### src/rtl/cflush_pkg.sv
package cflush_pkg;

    localparam int DEF_LINES = 8;
    localparam int DEF_SYNC  = 2;

    typedef enum logic [1:0] {
        LS_INV   = 2'd0,
        LS_CLEAN = 2'd1,
        LS_MOD   = 2'd2
    } line_st_t;

    typedef enum logic [2:0] {
        WK_IDLE,
        WK_DSCAN,
        WK_DWB,
        WK_ISCAN,
        WK_ACK
    } walk_st_t;

    typedef struct packed {
        logic valid;
        logic dirty;
    } line_view_t;

    function automatic line_view_t view_of(line_st_t s);
        line_view_t v;
        v.valid = (s != LS_INV);
        v.dirty = (s == LS_MOD);
        return v;
    endfunction

    function automatic line_st_t fill_state(logic dirty);
        return dirty ? LS_MOD : LS_CLEAN;
    endfunction

endpackage

### src/rtl/cflush_edge_latch.sv
module cflush_edge_latch #(
    parameter int SYNC_STAGES = cflush_pkg::DEF_SYNC
) (
    input  logic clk,
    input  logic rst,
    input  logic pin_n,
    input  logic sample_en,
    input  logic accept,
    output logic pend,
    output logic float_req
);
    logic [SYNC_STAGES-1:0] sync_q;
    logic                   pin_s;
    logic                   prev_q;
    logic                   rst_seen_q;
    logic                   fall;

    // synchronizer chain, no reset so it keeps tracking the pin during reset
    always_ff @(posedge clk) begin
        sync_q <= {sync_q[SYNC_STAGES-2:0], pin_n};
    end

    assign pin_s = sync_q[SYNC_STAGES-1];
    assign fall  = sample_en & prev_q & ~pin_s;

    always_ff @(posedge clk) begin
        if (rst) begin
            prev_q     <= pin_s;
            pend       <= 1'b0;
            float_req  <= 1'b0;
            rst_seen_q <= 1'b1;
        end else begin
            prev_q     <= pin_s;
            rst_seen_q <= 1'b0;
            if (rst_seen_q) begin
                float_req <= ~pin_s;
            end
            if (fall) begin
                pend <= 1'b1;
            end else if (accept) begin
                pend <= 1'b0;
            end
        end
    end

endmodule

### src/rtl/cflush_tagstore.sv
module cflush_tagstore
    import cflush_pkg::*;
#(
    parameter int LINES   = DEF_LINES,
    parameter bit HAS_MOD = 1'b1,
    localparam int IDX_W  = (LINES > 1) ? $clog2(LINES) : 1
) (
    input  logic             clk,
    input  logic             rst,
    input  logic             fill_en,
    input  logic [IDX_W-1:0] fill_idx,
    input  logic             fill_mod,
    input  logic             inv_en,
    input  logic [IDX_W-1:0] inv_idx,
    input  logic [IDX_W-1:0] rd_idx,
    output line_st_t         rd_st,
    output logic [LINES-1:0] vld_vec
);
    line_st_t lines_q [LINES];

    always_ff @(posedge clk) begin
        if (rst) begin
            for (int i = 0; i < LINES; i++) begin
                lines_q[i] <= LS_INV;
            end
        end else if (inv_en) begin
            lines_q[inv_idx] <= LS_INV;
        end else if (fill_en) begin
            lines_q[fill_idx] <= fill_state(HAS_MOD & fill_mod);
        end
    end

    assign rd_st = lines_q[rd_idx];

    for (genvar g = 0; g < LINES; g++) begin : g_vld
        assign vld_vec[g] = (lines_q[g] != LS_INV);
    end

endmodule

### src/rtl/cflush_walker.sv
module cflush_walker
    import cflush_pkg::*;
#(
    parameter int LINES  = DEF_LINES,
    localparam int IDX_W = (LINES > 1) ? $clog2(LINES) : 1
) (
    input  logic             clk,
    input  logic             rst,
    input  logic             go,
    input  line_st_t         d_st,
    input  logic             wb_gnt,
    output logic             accept,
    output logic             busy,
    output logic             fack,
    output logic             wb_req,
    output logic [IDX_W-1:0] idx,
    output logic             d_inv,
    output logic             i_inv
);
    localparam logic [IDX_W-1:0] LAST = IDX_W'(LINES - 1);

    walk_st_t         st_q;
    logic [IDX_W-1:0] idx_q;
    logic             at_last;
    logic             d_done;

    assign at_last = (idx_q == LAST);
    assign accept  = (st_q == WK_IDLE) && go;
    assign busy    = (st_q != WK_IDLE);
    assign fack    = (st_q == WK_ACK);
    assign wb_req  = (st_q == WK_DWB);
    assign idx     = idx_q;
    // a data line is finished when clean/empty during scan, or granted
    assign d_done  = ((st_q == WK_DSCAN) && (d_st != LS_MOD)) ||
                     ((st_q == WK_DWB) && wb_gnt);
    assign d_inv   = d_done;
    assign i_inv   = (st_q == WK_ISCAN);

    always_ff @(posedge clk) begin
        if (rst) begin
            st_q  <= WK_IDLE;
            idx_q <= '0;
        end else begin
            case (st_q)
                WK_IDLE: begin
                    if (go) begin
                        st_q  <= WK_DSCAN;
                        idx_q <= '0;
                    end
                end
                WK_DSCAN, WK_DWB: begin
                    if ((st_q == WK_DSCAN) && (d_st == LS_MOD)) begin
                        st_q <= WK_DWB;
                    end else if (d_done) begin
                        if (at_last) begin
                            st_q  <= WK_ISCAN;
                            idx_q <= '0;
                        end else begin
                            st_q  <= WK_DSCAN;
                            idx_q <= idx_q + IDX_W'(1);
                        end
                    end
                end
                WK_ISCAN: begin
                    if (at_last) begin
                        st_q <= WK_ACK;
                    end else begin
                        idx_q <= idx_q + IDX_W'(1);
                    end
                end
                WK_ACK: begin
                    st_q <= WK_IDLE;
                end
                default: begin
                    st_q <= WK_IDLE;
                end
            endcase
        end
    end

endmodule

### src/rtl/cflush_sequencer.sv
module cflush_sequencer
    import cflush_pkg::*;
#(
    parameter int LINES       = DEF_LINES,
    parameter int SYNC_STAGES = DEF_SYNC,
    localparam int IDX_W      = (LINES > 1) ? $clog2(LINES) : 1
) (
    input  logic             clk,
    input  logic             rst,
    input  logic             flush_n,
    input  logic             stop_clk,
    input  logic             init_req,
    input  logic             probe_rdy,
    input  logic             ibound,
    input  logic             hi_pri_pend,
    input  logic             wb_gnt,
    input  logic             fill_en,
    input  logic             fill_sel,
    input  logic [IDX_W-1:0] fill_idx,
    input  logic             fill_mod,
    input  logic             rd_sel,
    input  logic [IDX_W-1:0] rd_idx,
    output logic             wb_req,
    output logic [IDX_W-1:0] wb_idx,
    output logic             fack,
    output logic             busy,
    output logic             float_test,
    output logic             rd_valid,
    output logic             rd_mod
);
    logic             sample_en;
    logic             pend;
    logic             go;
    logic             accept;
    logic [IDX_W-1:0] walk_idx;
    logic             d_inv;
    logic             i_inv;
    logic [IDX_W-1:0] d_rd_idx;
    line_st_t         d_st;
    line_st_t         i_st;
    logic [LINES-1:0] d_vld;
    logic [LINES-1:0] i_vld;
    line_view_t       view;

    assign sample_en = ~(stop_clk | init_req | probe_rdy);
    assign go        = pend & ibound & ~hi_pri_pend;
    assign d_rd_idx  = busy ? walk_idx : rd_idx;
    assign wb_idx    = walk_idx;

    cflush_edge_latch #(
        .SYNC_STAGES(SYNC_STAGES)
    ) u_latch (
        .clk      (clk),
        .rst      (rst),
        .pin_n    (flush_n),
        .sample_en(sample_en),
        .accept   (accept),
        .pend     (pend),
        .float_req(float_test)
    );

    cflush_walker #(
        .LINES(LINES)
    ) u_walk (
        .clk   (clk),
        .rst   (rst),
        .go    (go),
        .d_st  (d_st),
        .wb_gnt(wb_gnt),
        .accept(accept),
        .busy  (busy),
        .fack  (fack),
        .wb_req(wb_req),
        .idx   (walk_idx),
        .d_inv (d_inv),
        .i_inv (i_inv)
    );

    cflush_tagstore #(
        .LINES  (LINES),
        .HAS_MOD(1'b1)
    ) u_dstore (
        .clk     (clk),
        .rst     (rst),
        .fill_en (fill_en & ~fill_sel),
        .fill_idx(fill_idx),
        .fill_mod(fill_mod),
        .inv_en  (d_inv),
        .inv_idx (walk_idx),
        .rd_idx  (d_rd_idx),
        .rd_st   (d_st),
        .vld_vec (d_vld)
    );

    cflush_tagstore #(
        .LINES  (LINES),
        .HAS_MOD(1'b0)
    ) u_istore (
        .clk     (clk),
        .rst     (rst),
        .fill_en (fill_en & fill_sel),
        .fill_idx(fill_idx),
        .fill_mod(fill_mod),
        .inv_en  (i_inv),
        .inv_idx (walk_idx),
        .rd_idx  (rd_idx),
        .rd_st   (i_st),
        .vld_vec (i_vld)
    );

    assign view     = view_of(rd_sel ? i_st : d_st);
    assign rd_valid = view.valid;
    assign rd_mod   = view.dirty;

endmodule

### config.mk
export PLATFORM = sky130hd
export DESIGN_NAME = cflush_sequencer
export DESIGN_NICKNAME = d
export VERILOG_FILES = /design/src/rtl/cflush_pkg.sv /design/src/rtl/cflush_edge_latch.sv /design/src/rtl/cflush_tagstore.sv /design/src/rtl/cflush_walker.sv /design/src/rtl/cflush_sequencer.sv
export SDC_FILE = /design/constraint.sdc
export NUM_CORES = 1
export LEC_CHECK = 0
export ABC_AREA = 1
export CAP_MARGIN = 25
export CELL_PAD_IN_SITES_DETAIL_PLACEMENT = 1
export CELL_PAD_IN_SITES_GLOBAL_PLACEMENT = 1
export CORE_ASPECT_RATIO = 1.25
export CORE_MARGIN = 1
export CORE_UTILIZATION = 45
export DETAILED_ROUTE_END_ITERATION = 7
export PLACE_DENSITY_LB_ADDON = 0.1
export SLEW_MARGIN = 20
export SYNTH_ARGS = -nofsm -noshare
export SYNTH_HDL_FRONTEND = slang
export SYNTH_HIERARCHICAL = 1
export SYNTH_SLANG_ARGS = --single-unit
### constraint.sdc
create_clock -name clk -period 5.6 [get_ports clk]
set_clock_uncertainty 0.05 [all_clocks]
set_input_delay 1.12 -clock clk [delete_from_list [all_inputs] [get_ports clk]]
set_output_delay 1.12 -clock clk [all_outputs]
set_load 0.02 [all_outputs]
==> results.py <==
metrics = {
    "sta": {
        "setup_viol": 0,
        "final.min_clock_period_ps": 4850,
        "fmax_mhz": 206,
        "setup_tns_ps": 0,
        "slew_viol_final": 0,
        "slew_headroom": 0.585,
        "whs_ps": 279,
        "layout_setup_ws_ps": 749,
        "worst_slew_pin_slew_ps": 620,
        "rsz0062_at_grt": "false",
        "hold_viol_final": 0,
        "min_period_over_period": 0.866,
    },
    "floorplanning": {
        "top_level_ports": 28,
        "die_y_um": 84.1,
        "start_util": 0.471,
        "fp.dieW_um": 67.7,
        "core_um2": 5150,
        "fp-row-count": 29,
        "dieArea_um2": 5700,
    },
    "detailed_routing": {
        "drtPass1Iterations": 4,
        "vias": 2047,
        "wl_per_cell_um": 14.0,
        "first_iter_violations": 47,
        "wl_um": 5700,
        "drc": 0,
        "drtAntennaViolNets": 0,
        "via_per_inst": 5.04,
    },
    "synth": {
        "syn-num-nets": 336,
        "synth_area_per_cell_um2": 7.71,
        "ys_warn_count": 6,
        "synthCells": 315,
        "syn-cell-area_um2": 2430,
    },
    "worst_hold_path": {
        "hp-class": "flop to flop",
        "hold_depth": 0,
    },
    "worst_setup_path": {
        "path_depth": 14,
        "cp-start-kind": "primary input",
        "cp_top_family": "buffers and inverters",
        "crit_arrival_ps": 3680,
        "reg2reg_depth": 19,
        "max_stage_delay_ps": 600,
        "crit_path_frequent_cell": "nand2_1",
        "critPathKind": "primary input to output pin",
        "crit_buf_inv": 5,
        "crit_slowest_cell": "clkdlybuf4s50_1",
        "end_kind": "output pin",
        "crit_chain": "clkdlybuf4s50_1, inv_1, o21ai_0, inv_1, a21oi_1, o21ai_0, nand2_1, nand2_1, nand2_1, inv_1, nand2_1, nand2_1, nor2_1, clkdlybuf4s50_1",
        "crit_required_ps": 4430,
        "cp_max_fo": 5,
    },
    "global_route": {
        "grt_max_degree": 15,
        "grt_pass1_vias": 2111,
        "grt_pass1_wl_um": 9420,
        "antenna_found_initial": 0,
        "grt_usage": 0.224,
        "grt-ovfl-total": 0,
    },
    "finish": {
        "nFillCells": 652,
        "n_antenna_cell": 0,
        "final_common_cell": "nand2_1",
        "final_cell_mix": "nand2_1 (71), inv_1 (44), nor2_1 (44)",
        "fin_cells": 406,
        "drive_above_1_share": 0.174,
        "final_util": 0.544,
        "design_area_um2": 2800,
        "nets": 364,
        "synthToLayoutAreaGrowth_pct": 15.5,
    },
    "power_and_ir_drop": {
        "total_power_uw": 565,
        "leakagePower_nw": 1.19,
        "peakVddDrop_uv": 133,
        "p_per_area_nw_per_um2": 201,
    },
    "cts": {
        "clkSinkCount": 36,
        "path_clk_slew_ps": 70,
        "clock_latency_ps": 290,
        "cts_resized": 0,
        "cts_made_buffers": 5,
        "clockBufferDepth": 2,
        "post_cts.repair.setup_buffers": 0,
        "ctsHtreeMaxLevel": 2,
        "cts_tree": "yes",
        "cts.hold.buffers_added": 0,
        "clockRootBuffer": "clkbuf_8",
    },
    "placed_design": {
        "portBuffers": 27,
        "placed_cells": 398,
        "postPlaceCellArea_um2": 2720,
        "place_ws_ps": 733,
        "gp_congestion": 0.762,
        "dp_hpwl_um": 4570,
    },
    "flow_run": {
        "cap_violations": 0,
    },
    "run_status": {
        "outcome": "completed",
    },
}
==> path summary, 6_finish.rpt <==
kind	start	endpoint	slack [ps]
hold / removal	u_latch/sync_q[0]	u_latch/sync_q[1]	280
setup reg to reg	u_walk/st_q[1]	u_dstore/lines_q[7][0]	2090
setup / recovery	rd_idx[1]	rd_mod	750
hold reg to reg	u_latch/sync_q[0]	u_latch/sync_q[1]	280
==> flip-flops by register name, summed over array words and instances (netlist names) <==
register and count:
u_latch/pend 1, u_latch/sync_q 2, u_latch/rst_seen_q 1, u_walk/st_q 3, u_dstore/lines_q 16, u_latch/prev_q 1, u_latch/float_req 1, u_walk/idx 3
u_istore/lines_q 8
==> worst register-to-register path, stage by stage (launching register included) <==
cell and delay (ps):
dfxtp_1 390, nor2_4 190, nand2_2 170, o21ai_0 470
inv_1 190, a21oi_1 170, o21ai_0 130, nand2_1 80
nand2_1 50, nand2_1 110, nand2_1 100, nand3_1 110
nand2_1 110, inv_2 140, nand3_2 150, nand2_1 110
nand2_1 100, nor2_1 170, nand2_1 120, nand2_1 120
==> report_power, final <==
group	leakage, nW	internal (mW)	switching, mW
registers	0.347	0.292	0.00450
clock network	0.0479	0.0865	0.0907
logic	0.792	0.0356	0.0557
total	1.19	0.414	0.151
==> layout make-up <==
class | count | area (µm²) | share of cell area
clock inverter | 3 | 18.8 | 0.00669
tap | 62 | 77.6 | 0.0277
clock buffer | 5 | 68.8 | 0.0245
multi-input combinational | 222 | 1210 | 0.432
timing repair buffer | 28 | 278 | 0.0991
sequential | 36 | 961 | 0.343
inverter | 50 | 188 | 0.0669
==> layer usage <==
layer  global-route usage  wire (µm)  vias up  part of all wire
met2                0.412       3120       24              0.55
met3               0.0408        109        8             0.019
met5                    0          0        -                 0
met1                0.248       2370      957              0.42
li1                     -          -     1058                 -
met4               0.0735        100        0             0.018
Power figures use the tool's default switching activity.
